[src/rtl/ltx_pkg.sv]
package ltx_pkg;
  localparam int unsigned DW = 32;

  localparam logic [DW-1:0] P_SYNC  = 32'hB5B5_957C;
  localparam logic [DW-1:0] P_X_RDY = 32'h5757_B57C;
  localparam logic [DW-1:0] P_R_RDY = 32'h4A4A_957C;
  localparam logic [DW-1:0] P_SOF   = 32'h3737_B57C;
  localparam logic [DW-1:0] P_EOF   = 32'hD5D5_B57C;
  localparam logic [DW-1:0] P_WTRM  = 32'h5858_B57C;
  localparam logic [DW-1:0] P_HOLD  = 32'hD5D5_AA7C;
  localparam logic [DW-1:0] P_HOLDA = 32'h9595_AA7C;
  localparam logic [DW-1:0] P_R_OK  = 32'h3535_B57C;
  localparam logic [DW-1:0] P_R_ERR = 32'h5656_B57C;

  typedef enum logic [2:0] {
    ST_IDLE,
    ST_RDY,
    ST_SOF,
    ST_DATA,
    ST_EOF,
    ST_WTRM
  } ltx_state_e;

  typedef struct packed {
    logic r_rdy;
    logic hold;
    logic r_ok;
    logic r_err;
  } ltx_rx_prim_t;
endpackage

[src/rtl/ltx_prim_decode.sv]
module ltx_prim_decode
  import ltx_pkg::*;
#(
  parameter bit REQUIRE_K = 1'b1
) (
  input  logic          clk_i,
  input  logic          rst_ni,
  input  logic [DW-1:0] rx_dword_i,
  input  logic          rx_k_i,
  output ltx_rx_prim_t  prim_o
);
  logic k_ok;

  generate
    if (REQUIRE_K) begin : g_k_gate
      assign k_ok = rx_k_i;
    end else begin : g_no_k_gate
      logic unused_k;
      assign unused_k = rx_k_i;
      assign k_ok     = 1'b1;
    end
  endgenerate

  always_comb begin
    prim_o       = '0;
    prim_o.r_rdy = k_ok && (rx_dword_i == P_R_RDY);
    prim_o.hold  = k_ok && (rx_dword_i == P_HOLD);
    prim_o.r_ok  = k_ok && (rx_dword_i == P_R_OK);
    prim_o.r_err = k_ok && (rx_dword_i == P_R_ERR);
  end


  prim_exclusive_chk: assert property (@(posedge clk_i) disable iff (!rst_ni)
    $onehot0(prim_o));


  prim_needs_k_chk: assert property (@(posedge clk_i) disable iff (!rst_ni)
    (REQUIRE_K && !rx_k_i) |-> (prim_o == '0));
endmodule

[src/rtl/ltx_seq_fsm.sv]
module ltx_seq_fsm
  import ltx_pkg::*;
(
  input  logic         clk_i,
  input  logic         rst_ni,
  input  logic         fifo_empty_i,
  input  logic         fifo_last_i,
  input  ltx_rx_prim_t prim_i,
  output ltx_state_e   state_o,
  output logic         fifo_pop_o,
  output logic         done_o,
  output logic         err_o
);
  ltx_state_e state_q, state_d;
  logic       done_d, err_d;

  always_comb begin
    state_d    = state_q;
    fifo_pop_o = 1'b0;
    done_d     = 1'b0;
    err_d      = 1'b0;
    unique case (state_q)
      ST_IDLE: if (!fifo_empty_i) state_d = ST_RDY;
      ST_RDY:  if (prim_i.r_rdy) state_d = ST_SOF;
      ST_SOF:  state_d = ST_DATA;
      ST_DATA: begin
        if (!prim_i.hold) begin
          fifo_pop_o = 1'b1;
          if (fifo_last_i) state_d = ST_EOF;
        end
      end
      ST_EOF:  state_d = ST_WTRM;
      ST_WTRM: begin
        if (prim_i.r_ok || prim_i.r_err) begin
          state_d = ST_IDLE;
          done_d  = 1'b1;
          err_d   = prim_i.r_err;
        end
      end
      default: state_d = ST_IDLE;
    endcase
  end

  always_ff @(posedge clk_i or negedge rst_ni) begin
    if (!rst_ni) begin
      state_q <= ST_IDLE;
      done_o  <= 1'b0;
      err_o   <= 1'b0;
    end else begin
      state_q <= state_d;
      done_o  <= done_d;
      err_o   <= err_d;
    end
  end

  assign state_o = state_q;


  hold_no_pop_chk: assert property (@(posedge clk_i) disable iff (!rst_ni)
    prim_i.hold |-> !fifo_pop_o);


  fifo_not_dry_chk: assert property (@(posedge clk_i) disable iff (!rst_ni)
    fifo_pop_o |-> !fifo_empty_i);


  last_pop_ends_chk: assert property (@(posedge clk_i) disable iff (!rst_ni)
    (fifo_pop_o && fifo_last_i) |=> (state_q == ST_EOF));


  done_pulse_chk: assert property (@(posedge clk_i) disable iff (!rst_ni)
    done_o |=> !done_o);


  done_from_wtrm_chk: assert property (@(posedge clk_i) disable iff (!rst_ni)
    $rose(done_o) |-> ($past(state_q) == ST_WTRM));


  err_with_done_chk: assert property (@(posedge clk_i) disable iff (!rst_ni)
    err_o |-> done_o);


  sof_single_chk: assert property (@(posedge clk_i) disable iff (!rst_ni)
    (state_q == ST_SOF) |=> (state_q == ST_DATA));
endmodule

[src/rtl/ltx_tx_mux.sv]
module ltx_tx_mux
  import ltx_pkg::*;
(
  input  ltx_state_e    state_i,
  input  logic          hold_i,
  input  logic [DW-1:0] fifo_data_i,
  output logic [DW-1:0] tx_dword_o,
  output logic          tx_k_o
);
  always_comb begin
    tx_k_o = 1'b1;
    unique case (state_i)
      ST_IDLE: tx_dword_o = P_SYNC;
      ST_RDY:  tx_dword_o = P_X_RDY;
      ST_SOF:  tx_dword_o = P_SOF;
      ST_DATA: begin
        if (hold_i) begin
          tx_dword_o = P_HOLDA;
        end else begin
          tx_dword_o = fifo_data_i;
          tx_k_o     = 1'b0;
        end
      end
      ST_EOF:  tx_dword_o = P_EOF;
      ST_WTRM: tx_dword_o = P_WTRM;
      default: tx_dword_o = P_SYNC;
    endcase
  end
endmodule

[src/rtl/ltx_link_tx_seq.sv]
module ltx_link_tx_seq
  import ltx_pkg::*;
#(
  parameter bit REQUIRE_K = 1'b1
) (
  input  logic          clk_i,
  input  logic          rst_ni,
  input  logic [DW-1:0] fifo_data_i,
  input  logic          fifo_last_i,
  input  logic          fifo_empty_i,
  output logic          fifo_pop_o,
  input  logic [DW-1:0] rx_dword_i,
  input  logic          rx_k_i,
  output logic [DW-1:0] tx_dword_o,
  output logic          tx_k_o,
  output logic          done_o,
  output logic          err_o
);
  ltx_rx_prim_t prim;
  ltx_state_e   state;

  ltx_prim_decode #(.REQUIRE_K(REQUIRE_K)) u_dec (
    .clk_i      (clk_i),
    .rst_ni     (rst_ni),
    .rx_dword_i (rx_dword_i),
    .rx_k_i     (rx_k_i),
    .prim_o     (prim)
  );

  ltx_seq_fsm u_fsm (
    .clk_i        (clk_i),
    .rst_ni       (rst_ni),
    .fifo_empty_i (fifo_empty_i),
    .fifo_last_i  (fifo_last_i),
    .prim_i       (prim),
    .state_o      (state),
    .fifo_pop_o   (fifo_pop_o),
    .done_o       (done_o),
    .err_o        (err_o)
  );

  ltx_tx_mux u_mux (
    .state_i     (state),
    .hold_i      (prim.hold),
    .fifo_data_i (fifo_data_i),
    .tx_dword_o  (tx_dword_o),
    .tx_k_o      (tx_k_o)
  );


  payload_pops_chk: assert property (@(posedge clk_i) disable iff (!rst_ni)
    !tx_k_o |-> fifo_pop_o);


  done_sends_sync_chk: assert property (@(posedge clk_i) disable iff (!rst_ni)
    done_o |-> (tx_dword_o == P_SYNC && tx_k_o));


  eof_to_wtrm_chk: assert property (@(posedge clk_i) disable iff (!rst_ni)
    (tx_dword_o == P_EOF && tx_k_o) |=> (tx_dword_o == P_WTRM && tx_k_o));
endmodule

[config.mk]
export PLATFORM = sky130hd
export DESIGN_NAME = ltx_link_tx_seq
export DESIGN_NICKNAME = d
export VERILOG_FILES = /design/src/rtl/ltx_pkg.sv /design/src/rtl/ltx_prim_decode.sv /design/src/rtl/ltx_seq_fsm.sv /design/src/rtl/ltx_tx_mux.sv /design/src/rtl/ltx_link_tx_seq.sv
export SDC_FILE = /design/constraint.sdc
export NUM_CORES = 1
export LEC_CHECK = 0
export BUFFER_PORTS_ARGS = -buffer_cell sky130_fd_sc_hd__buf_2
export CAP_MARGIN = 20
export CORE_MARGIN = 1
export CORE_UTILIZATION = 33
export DETAILED_ROUTE_END_ITERATION = 16
export PLACE_DENSITY = 0.94
export SETUP_SLACK_MARGIN = 0.1
export SLEW_MARGIN = 20
export SYNTH_ARGS = -nofsm -noshare
export SYNTH_HDL_FRONTEND = slang
export SYNTH_SLANG_ARGS = --single-unit
export TNS_END_PERCENT = 50
[constraint.sdc]
create_clock -name clk_i -period 6.3 [get_ports clk_i]
set_input_delay 0.945 -clock clk_i [delete_from_list [all_inputs] [get_ports clk_i]]
set_output_delay 0.945 -clock clk_i [all_outputs]
set_load 0.02 [all_outputs]
==> results of run 1 <==
-- worst max-delay path: cells and delay by family --
kind            cells  cell delay (ns)
simple gates        4             1.46
compound gates      1             0.22
buf+inv             2             0.24
-- cell type report --
cell class / instances / area share
Inverter: 2 / 0.005634
Sequential cell: 5 / 0.09390
Timing Repair Buffer: 104 / 0.3906
Clock buffer: 4 / 0.01972
Multi-Input combinational cell: 93 / 0.4638
Tap cell: 28 / 0.02629
-- routing by layer --
metal  wire length, um  track usage  part of all wire
met1               987       0.1942              0.39
met2              1296       0.3733              0.51
met3               253      0.03030             0.099
met4                 6       0.1019            0.0024
met5                 0            0                 0
-- stage by stage --
stage | setup WS, ns | power, mW
after floorplan | 2.796 | 0.07857
after global placement | 2.498 | 0.1134
after detailed placement | 2.457 | 0.1147
after CTS | 2.455 | 0.1534
after global routing | 2.339 | 0.1637
final | 2.482 | 0.1525
-- registers in the layout, indices dropped and copies added (netlist names) --
signal and flops:
u_fsm.done_o 1, u_fsm.state_o 3, u_fsm.err_o 1
-- worst paths after layout --
check                      slack, ns                      endpoint  cells past startpoint
max                             2.48                tx_dword_o[27]                      7
min                             0.50  u_fsm.state_o[0]$_DFFE_PN0P_                      1
max reg2reg                     4.86  u_fsm.state_o[0]$_DFFE_PN0P_                      4
min reg2reg                     0.68  u_fsm.state_o[1]$_DFFE_PN0P_                      1
max in group asynchronous       5.68         u_fsm.err_o$_DFF_PN0_                      1
min in group clk_i              0.68  u_fsm.state_o[1]$_DFFE_PN0P_                      1
-- report_power, final --
group          internal, mW  leakage (nW)  total, mW  switching, mW
Sequential           0.0334        0.0647     0.0375        0.00411
Clock                0.0240        0.0150     0.0382         0.0142
Combinational        0.0368         0.605     0.0767         0.0399
-- cell usage after synthesis --
master                      number  area share
sky130_fd_sc_hd__buf_6           1       0.014
sky130_fd_sc_hd__nor3b_1         1      0.0096
sky130_fd_sc_hd__buf_2           1      0.0064
sky130_fd_sc_hd__nand2b_2        1       0.011
sky130_fd_sc_hd__nand4_1         2       0.016
sky130_fd_sc_hd__a31o_2          2       0.022
sky130_fd_sc_hd__nor3_1          2       0.013
sky130_fd_sc_hd__inv_1           2      0.0096
sky130_fd_sc_hd__or4_4           1       0.014
sky130_fd_sc_hd__and2_1          6       0.048
sky130_fd_sc_hd__nor4b_1         4       0.045
sky130_fd_sc_hd__and4b_1         1       0.013
sky130_fd_sc_hd__nor4_4          1       0.027
sky130_fd_sc_hd__and2b_1         1      0.0096
sky130_fd_sc_hd__a2111oi_0       1       0.011
sky130_fd_sc_hd__a21oi_1         5       0.032
sky130_fd_sc_hd__o31a_1          4       0.045
sky130_fd_sc_hd__nand4b_1        3       0.034
sky130_fd_sc_hd__o21ai_0         6       0.038
sky130_fd_sc_hd__nor4bb_1        3       0.038
sky130_fd_sc_hd__dfrtp_1         5        0.16
sky130_fd_sc_hd__clkbuf_1        4       0.019
sky130_fd_sc_hd__o22ai_1         2       0.016
sky130_fd_sc_hd__nand3_1         3       0.019
sky130_fd_sc_hd__or3_1           8       0.064
sky130_fd_sc_hd__o21a_1          1      0.0096
sky130_fd_sc_hd__o221a_2         1       0.014
sky130_fd_sc_hd__nor2_1         13       0.062
sky130_fd_sc_hd__a21o_1          6       0.058
sky130_fd_sc_hd__nor2b_1         1      0.0080
sky130_fd_sc_hd__o2bb2ai_1       1       0.011
sky130_fd_sc_hd__and4bb_2        2       0.032
sky130_fd_sc_hd__or3_4           1       0.014
sky130_fd_sc_hd__or2_2           1      0.0080
sky130_fd_sc_hd__nand2_1         8       0.038
sky130_fd_sc_hd__a31oi_1         1      0.0080
-- logic make-up (layout without fill, tap and decap cells) --
group / count (synthesis) / count (layout) / synth area share
buffers and inverters: 8 / 110 / 0.04959
flip-flops: 5 / 5 / 0.1600
AND/OR/NAND/NOR: 63 / 63 / 0.5248
AO/OA/AOI/OAI: 30 / 30 / 0.2656
-- layout by cell type (no fill, tap or decap), types with 2 or more instances in the layout --
cell                       count
sky130_fd_sc_hd__buf_2       104
sky130_fd_sc_hd__nor2_1       13
sky130_fd_sc_hd__nand2_1       8
sky130_fd_sc_hd__or3_1         8
sky130_fd_sc_hd__o21ai_0       6
sky130_fd_sc_hd__and2_1        6
sky130_fd_sc_hd__a21o_1        6
sky130_fd_sc_hd__a21oi_1       5
sky130_fd_sc_hd__dfrtp_1       5
sky130_fd_sc_hd__o31a_1        4
sky130_fd_sc_hd__nor4b_1       4
sky130_fd_sc_hd__nand4b_1      3
sky130_fd_sc_hd__nor4bb_1      3
sky130_fd_sc_hd__nand3_1       3
sky130_fd_sc_hd__clkbuf_4      3
sky130_fd_sc_hd__and4bb_2      2
sky130_fd_sc_hd__nand4_1       2
sky130_fd_sc_hd__a31o_2        2
sky130_fd_sc_hd__o22ai_1       2
sky130_fd_sc_hd__nor3_1        2
sky130_fd_sc_hd__inv_1         2
==> results.md, run 1 <==
- Outcome: finished clean
- Final instance area: 1333 sq um
- Count of placed standard cells including taps: around 230
- Sum Neg Setup Slack: 0 ns
- Clock-pin slew on the worst setup and hold paths: ~0.040 ns
- Number of library cell types mapped by synthesis: 36
- DR vias: roughly 1,200
- Setup-failing EPs final: 0
- Worst IR drop on VDD: 0.07187 mV
- Max Slew Vio Count: 0
- Overflow left after global routing: 0
- Fill cells: ~230
- Count of warnings emitted by yosys: 0
- Filler-free cell count of the finished design: about 240
- Number of gates given a new drive strength after cts: 0
- Number of diodes: 0
- Standard cell with the maximum stage delay on the critical path: sky130_fd_sc_hd__nor4_4
- Final worst path period need: 3.818 ns
- Via density: 5.153
- Share of cells above drive strength 1: 0.5625
- Type of destination of the critical path: output port
- Unrepaired setup endpoints after global routing: no
- Highest cell delay on the worst timing path: 0.70 ns
- Clock Tree Buf Depth: 2
- Post-synthesis to final-layout area growth: 70.40%
- Horizontal die dimension: about 50 um
- Final weighted congestion of routability-driven global placement: approximately 0.77
- Worst hold-check path type: in -> async
- Wire per inst: 10.78 um
- Startpoint types: input pin
- Required @ worst endpoint: 5.35 ns
- Critical Path, Cell by Cell: buf_2 > and4bb_2 > nand4_1 > nor4_4 > nor2_1 > a21o_1 > buf_2
- Total length of routed wires: around 2500 um
- Number of nets with antenna violations after detailed routing: 0
- Area of the mapped netlist: 782.0 sq um
- Final number of hold-violating endpoints: 0
- Total placed instance area: about 1300 sq um
- DRC errors left: 0
- Most common cell type on the critical path: sky130_fd_sc_hd__buf_2
- Vias in the first global route: between 1,000 and 1,500
- Number of instances in the synthesized netlist: about 110
- Reported max-cap violation count: 0
- Worst reg2reg path startpoint: u_fsm.state_o[2]$_DFFE_PN0P_
- Post-route core utilization: 0.5966
- Worst clock skew: roughly 0.0020 ns
- Detailed-placement wirelength estimate: ~2100 um
- Multi-input combinational cell area: about 600 sq um
- Initial drt markers: 24
- Slew of the pin with the lowest slew margin: between 0.6 and 0.7 ns
- Power per standard cell area: approximately 110 nW/um^2
- Setup repair bufs after CTS: 0
- Net count of the finished layout: 278
- Synthesized area per cell: ~7.4 sq um
- Initial antenna violation count: 0
- GRT Total Usage: 0.1932
- Number of storage elements in the synthesis netlist: 5
- TritonCTS buffer count: 3
- Clock sink total: 5
- Worst max-slew margin expressed relative to the limit: 0.5291
- Chip height: approximately 50 um
- Clock root buffer master: sky130_fd_sc_hd__clkbuf_4
- Final cycle utilization of the critical path: 0.6060
- Storage cell area: 125.1 sq um
- Placeable core region: between 2000 and 2500 sq um
- Initial Utilization: 0.3501
- Total number of placement rows: 17
- Pin count of the biggest net entering global routing: 16
- Port Buffer Count: 104
- Crit path launch: rx_dword_i[0]
- Final-layout worst hold slack: ~0.50 ns
- TritonCTS clock tree: done
- Number of search-and-repair iterations in the first detailed-routing pass: 4
- Sequential element share of the synthesized area: 0.1600
- Start-to-end type of the worst setup path: in -> out
- CTS Hold Buffers Added: 0
- I/O pins: around 110
- Static leakage: a little under 0.7 nW
- Arrival @ worst endpoint: ~2.9 ns
- Worst-skew pair later-pin latency: ~0.25 ns
- H-Tree Depth: 1
- Mapped Nets: approximately 180
- Wire length of the first global-routing pass: around 3900 um
- FMAX: around 0.26 GHz
- Maximum fanout count along the critical path: 15
- Total Die Area: between 2000 and 3000 sq um
No activity file was read; power rests on OpenSTA's default activity.
==> inputs of run 2 (changes only) <==
Settings changed: CORE_UTILIZATION 33 to 28, PLACE_DENSITY 0.94 to 0.86.
Clock period 6.3 ns to 3.3 ns, I/O delays scaled along.
==> run 2 against run 1 <==
Against the previous run:
- clock skew rose by 0.0023 ns
- via count fell by 1.7%
- combinational power rose by 90%
- largest power group unchanged
- clock power rose by 82%
- worst setup slack got worse by 2.0 ns
- die area rose by 17%
- global-route usage fell by 1.7 points
- routed wire length rose by 2.7%
- non-clock buffer count rose by 1
==> results.md, run 2 (synthesized netlist as in run 1, its figures left out) <==
- Setup ws final: 0.5298 ns (-1.953 ns)
- Port Buffer Count: 104 (unchanged)
- Number of diodes: 0 (unchanged)
- Wire per inst: 10.93 um (+1.4%)
- Met2 Usage GRT: 0.3273 (-0.04602)
- Met1 Use GR: 0.2017 (+0.007461)
- Pin count of the biggest net entering global routing: 16 (unchanged)
- Number of nets with antenna violations after detailed routing: 0 (unchanged)
- CP Buf/Inv Count: 1 (-1)
- Unrepaired setup endpoints after global routing: no
- Top cell family by delay on the critical path: simple AND/OR/NAND/NOR gates
- Initial antenna violation count: 0 (unchanged)
- Total length of routed wires: 2612 um (+2.7%)
- Post-route core utilization: 0.5229 (-0.07374)
- Outcome: finished clean
- Start-to-end type of the worst setup path: reg -> out
- Number of gates given a new drive strength after cts: 0 (unchanged)
- Final number of hold-violating endpoints: 0 (unchanged)
- Power, Total: 0.2877 mW (+89%)
- DRC errors left: 0 (unchanged)
- Final weighted congestion of routability-driven global placement: 0.7227 (-5.7%)
- Final cycle utilization of the critical path: 0.8395
- Post-Place Worst Slack: 0.5300 ns (-1.927 ns)
- Final instance area: 1343 sq um (+0.75%)
- Initial Utilization: 0.3046 (-0.04556)
- Reported max-cap violation count: 0 (unchanged)
- Required @ worst endpoint: 2.80 ns (-2.55 ns)
- Critical Path, Cell by Cell: nand2_1 > or2_2 > nor2_1 > a21o_1 > buf_2
- Worst-skew pair later-pin latency: 0.24 ns (about the same)
- Overflow left after global routing: 0 (unchanged)
- I/O pins: 105 (unchanged)
- Clock-pin slew on the worst setup and hold paths: 0.04 ns (about the same)
- Filler-free cell count of the finished design: 239 (+1.3%)
- Initial drt markers: 10 (-58%)
- H-Tree Depth: 1 (unchanged)
- Met3 layer usage reported by global route: 0.02222 (-0.008081)
- TritonCTS buffer count: 3 (unchanged)
- Total number of placement rows: 18 (+1)
- Clock Tree Buf Depth: 2 (unchanged)
- Slew of the pin with the lowest slew margin: 0.8666 ns (+0.1780 ns)
- Highest cell delay on the worst timing path: 0.59 ns (-0.11 ns)
- Standard cell with the maximum stage delay on the critical path: sky130_fd_sc_hd__dfrtp_1
- Sum Neg Setup Slack: 0 ns (unchanged)
- Wire length of the first global-routing pass: 3850 um (-0.52%)
- Vias in the first global route: 926 (-9.9%)
- Worst hold-check path type: in -> async
- Post-synthesis to final-layout area growth: 71.68%
- Total Die Area: 3008 sq um (+17%)
- Clock sink total: 5 (unchanged)
- Net count of the finished layout: 279 (+0.36%)
- Type of destination of the critical path: output port
- Chip height: 54.85 um (+8.2%)
- Worst IR drop on VDD: 0.1027 mV (+43%)
- Clock root buffer master: sky130_fd_sc_hd__clkbuf_4
- Most common library cell in the layout ignoring fill and taps: sky130_fd_sc_hd__buf_2
- Setup repair bufs after CTS: 0 (unchanged)
- Final worst path period need: between 2 and 3 ns
- Startpoint types: flip-flop
- Max Slew Vio Count: 0 (unchanged)
- Worst clock skew: 0.004307 ns (+0.002337 ns)
- Setup-failing EPs final: 0 (unchanged)
- Maximum fanout count along the critical path: 15 (unchanged)
- Most frequent cells in the layout: 104 x sky130_fd_sc_hd__buf_2, 13 x sky130_fd_sc_hd__nor2_1, 8 x sky130_fd_sc_hd__nand2_1, 8 x sky130_fd_sc_hd__or3_1
- FMAX: about 0.36 GHz
- TritonCTS clock tree: done
- Power per standard cell area: 214.3 nW/um^2 (+87%)
- GRT Total Usage: 0.1765 (-0.01670)
- Count of placed standard cells including taps: 235 (+1.3%)
- Final-layout worst hold slack: 0.05956 ns (-0.4387 ns)
- DR vias: 1,195 (-1.7%)
- CTS Hold Buffers Added: 0 (unchanged)
- Most used routing layer in global routing: met2
- Share of cells above drive strength 1: 0.5646 (+0.002093)
- Placeable core region: 2567 sq um (+15%)
- Worst max-slew margin expressed relative to the limit: 0.4073 (-0.1217)
- Arrival @ worst endpoint: 2.28 ns (-0.59 ns)
- Horizontal die dimension: 54.85 um (+8.2%)
- Fill cells: 256 (+11%)
- Largest register FFs: 3 (unchanged)
- Via density: 5.000 (-3.0%)
- Total placed instance area: 1316 sq um (+0.77%)
- Number of search-and-repair iterations in the first detailed-routing pass: 4 (unchanged)
- Static leakage: 0.6903 nW (+0.80%)
## run 2: cell count changes in the layout (fill, tap and decap cells not counted)
cell / delta
sky130_fd_sc_hd__buf_4: +1
## run 2: area by class of cell
cell class / count / area, sq um / share of cell area
clock buffer: 4 / 26.28 / 0.01957
timing repair buffer: 105 / 528.0 / 0.3933
inverter: 2 / 7.507 / 0.005592
tap: 30 / 37.54 / 0.02796
multi-input combinational: 93 / 618.1 / 0.4604
sequential: 5 / 125.1 / 0.09320
## run 2: worst register-to-register path, cell delays in order, from the launching register on
cell and delay, ns:
sky130_fd_sc_hd__dfrtp_1 0.58, sky130_fd_sc_hd__nor2b_1 0.26, sky130_fd_sc_hd__and2_1 0.23, sky130_fd_sc_hd__a21oi_1 0.08, sky130_fd_sc_hd__o21a_1 0.19
## run 2: path summary, 6_finish.rpt
| path | from | endpoint | slack, ns | cells past startpoint |
|---|---|---|---|---|
| min in group clk_i | fifo_last_i | u_fsm.state_o[2]$_DFFE_PN0P_ | 0.58 | 3 |
| max | u_fsm.state_o[1]$_DFFE_PN0P_ | tx_dword_o[27] | 0.53 | 5 |
| min | rst_ni | u_fsm.state_o[1]$_DFFE_PN0P_ | 0.06 | 1 |
| max in group asynchronous | rst_ni | u_fsm.state_o[0]$_DFFE_PN0P_ | 3.11 | 1 |
| max reg2reg | u_fsm.state_o[2]$_DFFE_PN0P_ | u_fsm.state_o[0]$_DFFE_PN0P_ | 1.85 | 4 |
| min reg2reg | u_fsm.state_o[2]$_DFFE_PN0P_ | u_fsm.state_o[1]$_DFFE_PN0P_ | 0.71 | 1 |
## run 2: report_power, final
part / total (mW) / internal (mW) / switching (mW)
Combinational: 0.146 / 0.0703 / 0.0760
Clock: 0.0694 / 0.0456 / 0.0238
Sequential: 0.0720 / 0.0639 / 0.00812
Total: 0.288 / 0.180 / 0.108
## run 2: metal layers
metal	up-vias	routed length (um)
li1	613	-
met1	509	1124
met2	71	1205
met3	2	263
met4	0	19
met5	-	0
==> inputs of run 3 (changes only) <==
Settings changed: ABC_AREA set to 1, CORE_UTILIZATION 28 to 36, PLACE_DENSITY 0.86 to 0.91.
Clock period 3.3 ns to 2.7 ns, I/O delays scaled along.
==> run 3 against run 2 <==
Against the previous run:
- die area is 1.1% higher
- total power grew to 4.5 times the previous value
- global-route usage is 5.2 points higher
- routed wire length is 25% higher
- sequential share of layout area is 1.5 points lower
- clock skew is 0.0027 ns lower
- clock-buffer cell count stayed put
- critical path type unchanged
- largest cell class unchanged
- largest power group unchanged
==> results.md, run 3 <==
- Setup repair bufs after CTS: 0 (unchanged)
- Port Buffer Count: 104 (unchanged)
- Setup-failing EPs final: 0 (unchanged)
- Horizontal die dimension: 55.16 um (+0.57%)
- Combinational family with the most area after synthesis: simple AND/OR/NAND/NOR gates
- Worst hold-check path type: in -> reg
- Total Die Area: 3042 sq um (+1.1%)
- Wire length on met2: 1692 um (+40%)
- Most numerous cell in the Yosys netlist: sky130_fd_sc_hd__nand2_1
- Via density: 4.479 (-10%)
- Top cell family by delay on the critical path: simple AND/OR/NAND/NOR gates
- Cell types with the largest area share after synthesis: sky130_fd_sc_hd__nand2_1 27%, sky130_fd_sc_hd__inv_1 14%, sky130_fd_sc_hd__nor2_1 13%, sky130_fd_sc_hd__dfrtp_1 12%, sky130_fd_sc_hd__nand3_1 8.4%
- Count of warnings emitted by yosys: 0 (unchanged)
- Detailed-placement wirelength estimate: 2867 um
- Number of search-and-repair iterations in the first detailed-routing pass: 6 (+2)
- Sum Neg Setup Slack: 0 ns (unchanged)
- Power per standard cell area: 810.4 nW/um^2 (+280%)
- Outcome: finished clean
- Number of gates given a new drive strength after cts: 0 (unchanged)
- Post-synth top cells: 72 x sky130_fd_sc_hd__nand2_1, 37 x sky130_fd_sc_hd__inv_1, 34 x sky130_fd_sc_hd__nor2_1, 17 x sky130_fd_sc_hd__nand3_1
- Reported max-cap violation count: 0 (unchanged)
- Xor and xnor area share after synthesis: 0 (unchanged)
- Total number of placement rows: 18 (unchanged)
- Type of destination of the critical path: output port
- Async SR Flop Fraction: 1.000 (unchanged)
- I/O pins: 105 (unchanged)
- Arrival @ worst endpoint: 1.84 ns (-0.44 ns)
- Filler-free cell count of the finished design: 340 (+42%)
- DR vias: 1,523 (+27%)
- Sequential element share of the synthesized area: 0.1230 (-0.03700)
- Area of the mapped netlist: 1017 sq um (+30%)
- Maximum fanout count along the critical path: 15 (unchanged)
- Standard cell with the maximum stage delay on the critical path: sky130_fd_sc_hd__dfrtp_1
- Worst max-slew margin expressed relative to the limit: 0.7467 (+0.3393)
- Met3 wire length: 279 um (+6.1%)
- Count of placed standard cells including taps: 335 (+43%)
- Worst IR drop on VDD: 0.9602 mV (+840%)
- Mapped Nets: 272 (+55%)
- Post-route core utilization: 0.6213 (+0.09844)
- H-Tree Depth: 1 (unchanged)
- Wire per inst: 9.629 um (-12%)
- Slew of the pin with the lowest slew margin: 0.3791 ns (-0.4875 ns)
- Post-Synth Simple-Gate Area: 0.6790 (+0.1542)
- DRT met1 WL: 1288 um (+15%)
- Clock Tree Buf Depth: 2 (unchanged)
- Initial Utilization: 0.3962 (+0.09162)
- Largest register FFs: 3 (unchanged)
- Most frequent cells in the layout: 104 x sky130_fd_sc_hd__buf_2, 72 x sky130_fd_sc_hd__nand2_1, 37 x sky130_fd_sc_hd__inv_1
- Unrepaired setup endpoints after global routing: no
- Compound-cell area share of the yosys netlist: 0.02706 (-0.2385)
- Share of cells above drive strength 1: 0.4161 (-0.1485)
- Critical Path, Cell by Cell: inv_2 > nand2_2 > nor2_4 > nand4_2 > nand3_1 > inv_2 > nand3_1 > buf_2
- Overflow left after global routing: 0 (unchanged)
- Final cycle utilization of the critical path: 0.8305
- CTS Hold Buffers Added: 1 (+1)
- Startpoint types: flip-flop
- Final weighted congestion of routability-driven global placement: 0.9288 (+29%)
- Area share of fa/ha/maj cells after synthesis: 0 (unchanged)
- Max Slew Vio Count: 0 (unchanged)
- Clock root buffer master: sky130_fd_sc_hd__clkbuf_4
- Static leakage: 1.035 nW (+50%)
- TritonCTS clock tree: done
- Required @ worst endpoint: 2.30 ns (-0.50 ns)
- Synthesized area per cell: 5.011 sq um (-32%)
- GRT Total Usage: 0.2289 (+0.05239)
- Chip height: 55.16 um (+0.57%)
- Number of diodes: 0 (unchanged)
- Most used flip-flop cell after synthesis: sky130_fd_sc_hd__dfrtp_1
- Worst clock skew: 0.001640 ns (-0.002667 ns)
- Worst-skew pair later-pin latency: 0.24 ns (about the same)
- Pin count of the biggest net entering global routing: 16 (unchanged)
- Wire length of the first global-routing pass: 5092 um (+32%)
- Highest cell delay on the worst timing path: 0.42 ns (-0.17 ns)
- TritonCTS buffer count: 3 (unchanged)
- Portion of netlist area occupied by mux cells: 0 (unchanged)
- Number of instances in the synthesized netlist: 203 (+92%)
- Most common library cell in the layout ignoring fill and taps: sky130_fd_sc_hd__buf_2
- Number of enable-type register cells in the synthesized netlist: 0 (unchanged)
- CP Buf/Inv Count: 3 (+2)
- Start-to-end type of the worst setup path: reg -> out
- Cell type with the largest total area after synthesis: sky130_fd_sc_hd__nand2_1
- Top cell type's share of synthesized area: 0.2657 (+0.1057)
- Net count of the finished layout: 380 (+36%)
- Clock-pin slew on the worst setup and hold paths: 0.04 ns (about the same)
- Total length of routed wires: 3274 um (+25%)
- FMAX: roughly 0.45 GHz
- Initial antenna violation count: 0 (unchanged)
- Post-synthesis to final-layout area growth: 56.83%
- Final number of hold-violating endpoints: 0 (unchanged)
- Uppermost metal layer occupied by signal nets: met4
- Vias in the first global route: 1,322 (+43%)
- Placeable core region: 2567 sq um (unchanged)
- Clock sink total: 5 (unchanged)
- Initial drt markers: 13 (+3)
- Number of library cell types mapped by synthesis: 22 (-39%)
- Final worst path period need: around 2.2 ns
- DRC errors left: 0 (unchanged)
- Number of storage elements in the synthesis netlist: 5 (unchanged)
- Number of nets with antenna violations after detailed routing: 0 (unchanged)
## run 3: cell types whose count changed in the layout (fill, tap and decap cells not counted), moves of 5 or more
cell                      change
sky130_fd_sc_hd__nand2_1     +64
sky130_fd_sc_hd__inv_1       +35
sky130_fd_sc_hd__nor2_1      +21
sky130_fd_sc_hd__nand3_1     +14
sky130_fd_sc_hd__or3_1        -8
sky130_fd_sc_hd__a21o_1       -6
sky130_fd_sc_hd__and2_1       -6
sky130_fd_sc_hd__or2_1        +5
## run 3: final cells by class
type / count / area [sq um]
Clock buffer: 4 / 26.28
Fill cell: 257 / 972.2
Inverter: 42 / 157.7
Multi-Input combinational cell: 154 / 718.2
Sequential cell: 5 / 125.1
Tap cell: 30 / 37.54
Timing Repair Buffer: 105 / 530.5
## run 3: worst reg2reg max path, cell delays in order, from the launching register on
cell and delay, ns:
sky130_fd_sc_hd__dfrtp_1 0.42, sky130_fd_sc_hd__inv_2 0.10, sky130_fd_sc_hd__nand2_2 0.08, sky130_fd_sc_hd__nor2_4 0.32
sky130_fd_sc_hd__nand4_2 0.24, sky130_fd_sc_hd__nand2_1 0.13, sky130_fd_sc_hd__nor2_2 0.05, sky130_fd_sc_hd__nand3_1 0.06
sky130_fd_sc_hd__nand2_1 0.05
## run 3: metrics by stage
stage,hold WS (ns),power (mW),worst slack [ns],area [sq um]
2_1_floorplan,0.1094,0.8812,0.9658,1017
3_3_place_gp,0.2261,1.199,0.7131,1559
3_5_place_dp,0.2291,1.216,0.6789,1559
4_1_cts,0.4804,1.306,0.4313,1595
5_1_grt,0.4852,1.448,0.2423,1595
6_report,0.4867,1.293,0.4577,1595
## run 3: worst paths after layout
kind                                              start                           end  slack [ns]  depth (start not counted)
setup / recovery           u_fsm.state_o[2]$_DFFE_PN0P_                tx_dword_o[18]        0.46                          8
hold / removal                           rx_dword_i[13]         u_fsm.err_o$_DFF_PN0_        0.49                          3
setup reg to reg           u_fsm.state_o[2]$_DFFE_PN0P_  u_fsm.state_o[1]$_DFFE_PN0P_        1.14                          8
hold reg to reg            u_fsm.state_o[0]$_DFFE_PN0P_  u_fsm.state_o[0]$_DFFE_PN0P_        0.57                          2
max in group asynchronous                        rst_ni  u_fsm.state_o[0]$_DFFE_PN0P_        2.05                          2
min in group asynchronous                        rst_ni         u_fsm.err_o$_DFF_PN0_        0.51                          2
## run 3: per-layer routing
layer	GRT usage	vias to the layer above
met1	0.2545	635
met3	0.02732	2
li1	-	814
met4	0.08333	0
met5	0	-
met2	0.4378	72
## run 3: power by group
group          switching (mW)  internal, mW
sequential             0.0268        0.0980
combinational           0.722         0.361
clock                  0.0297        0.0558
total                   0.778         0.515
## run 3: kinds of logic (layout without fill, tap and decap cells)
| kind of cell | Yosys count | in the layout |
|---|---|---|
| AND/OR/NAND/NOR | 149 | 149 |
| buffers and inverters | 44 | 151 |
| AO/OA/AOI/OAI | 5 | 5 |
| flip-flops | 5 | 5 |
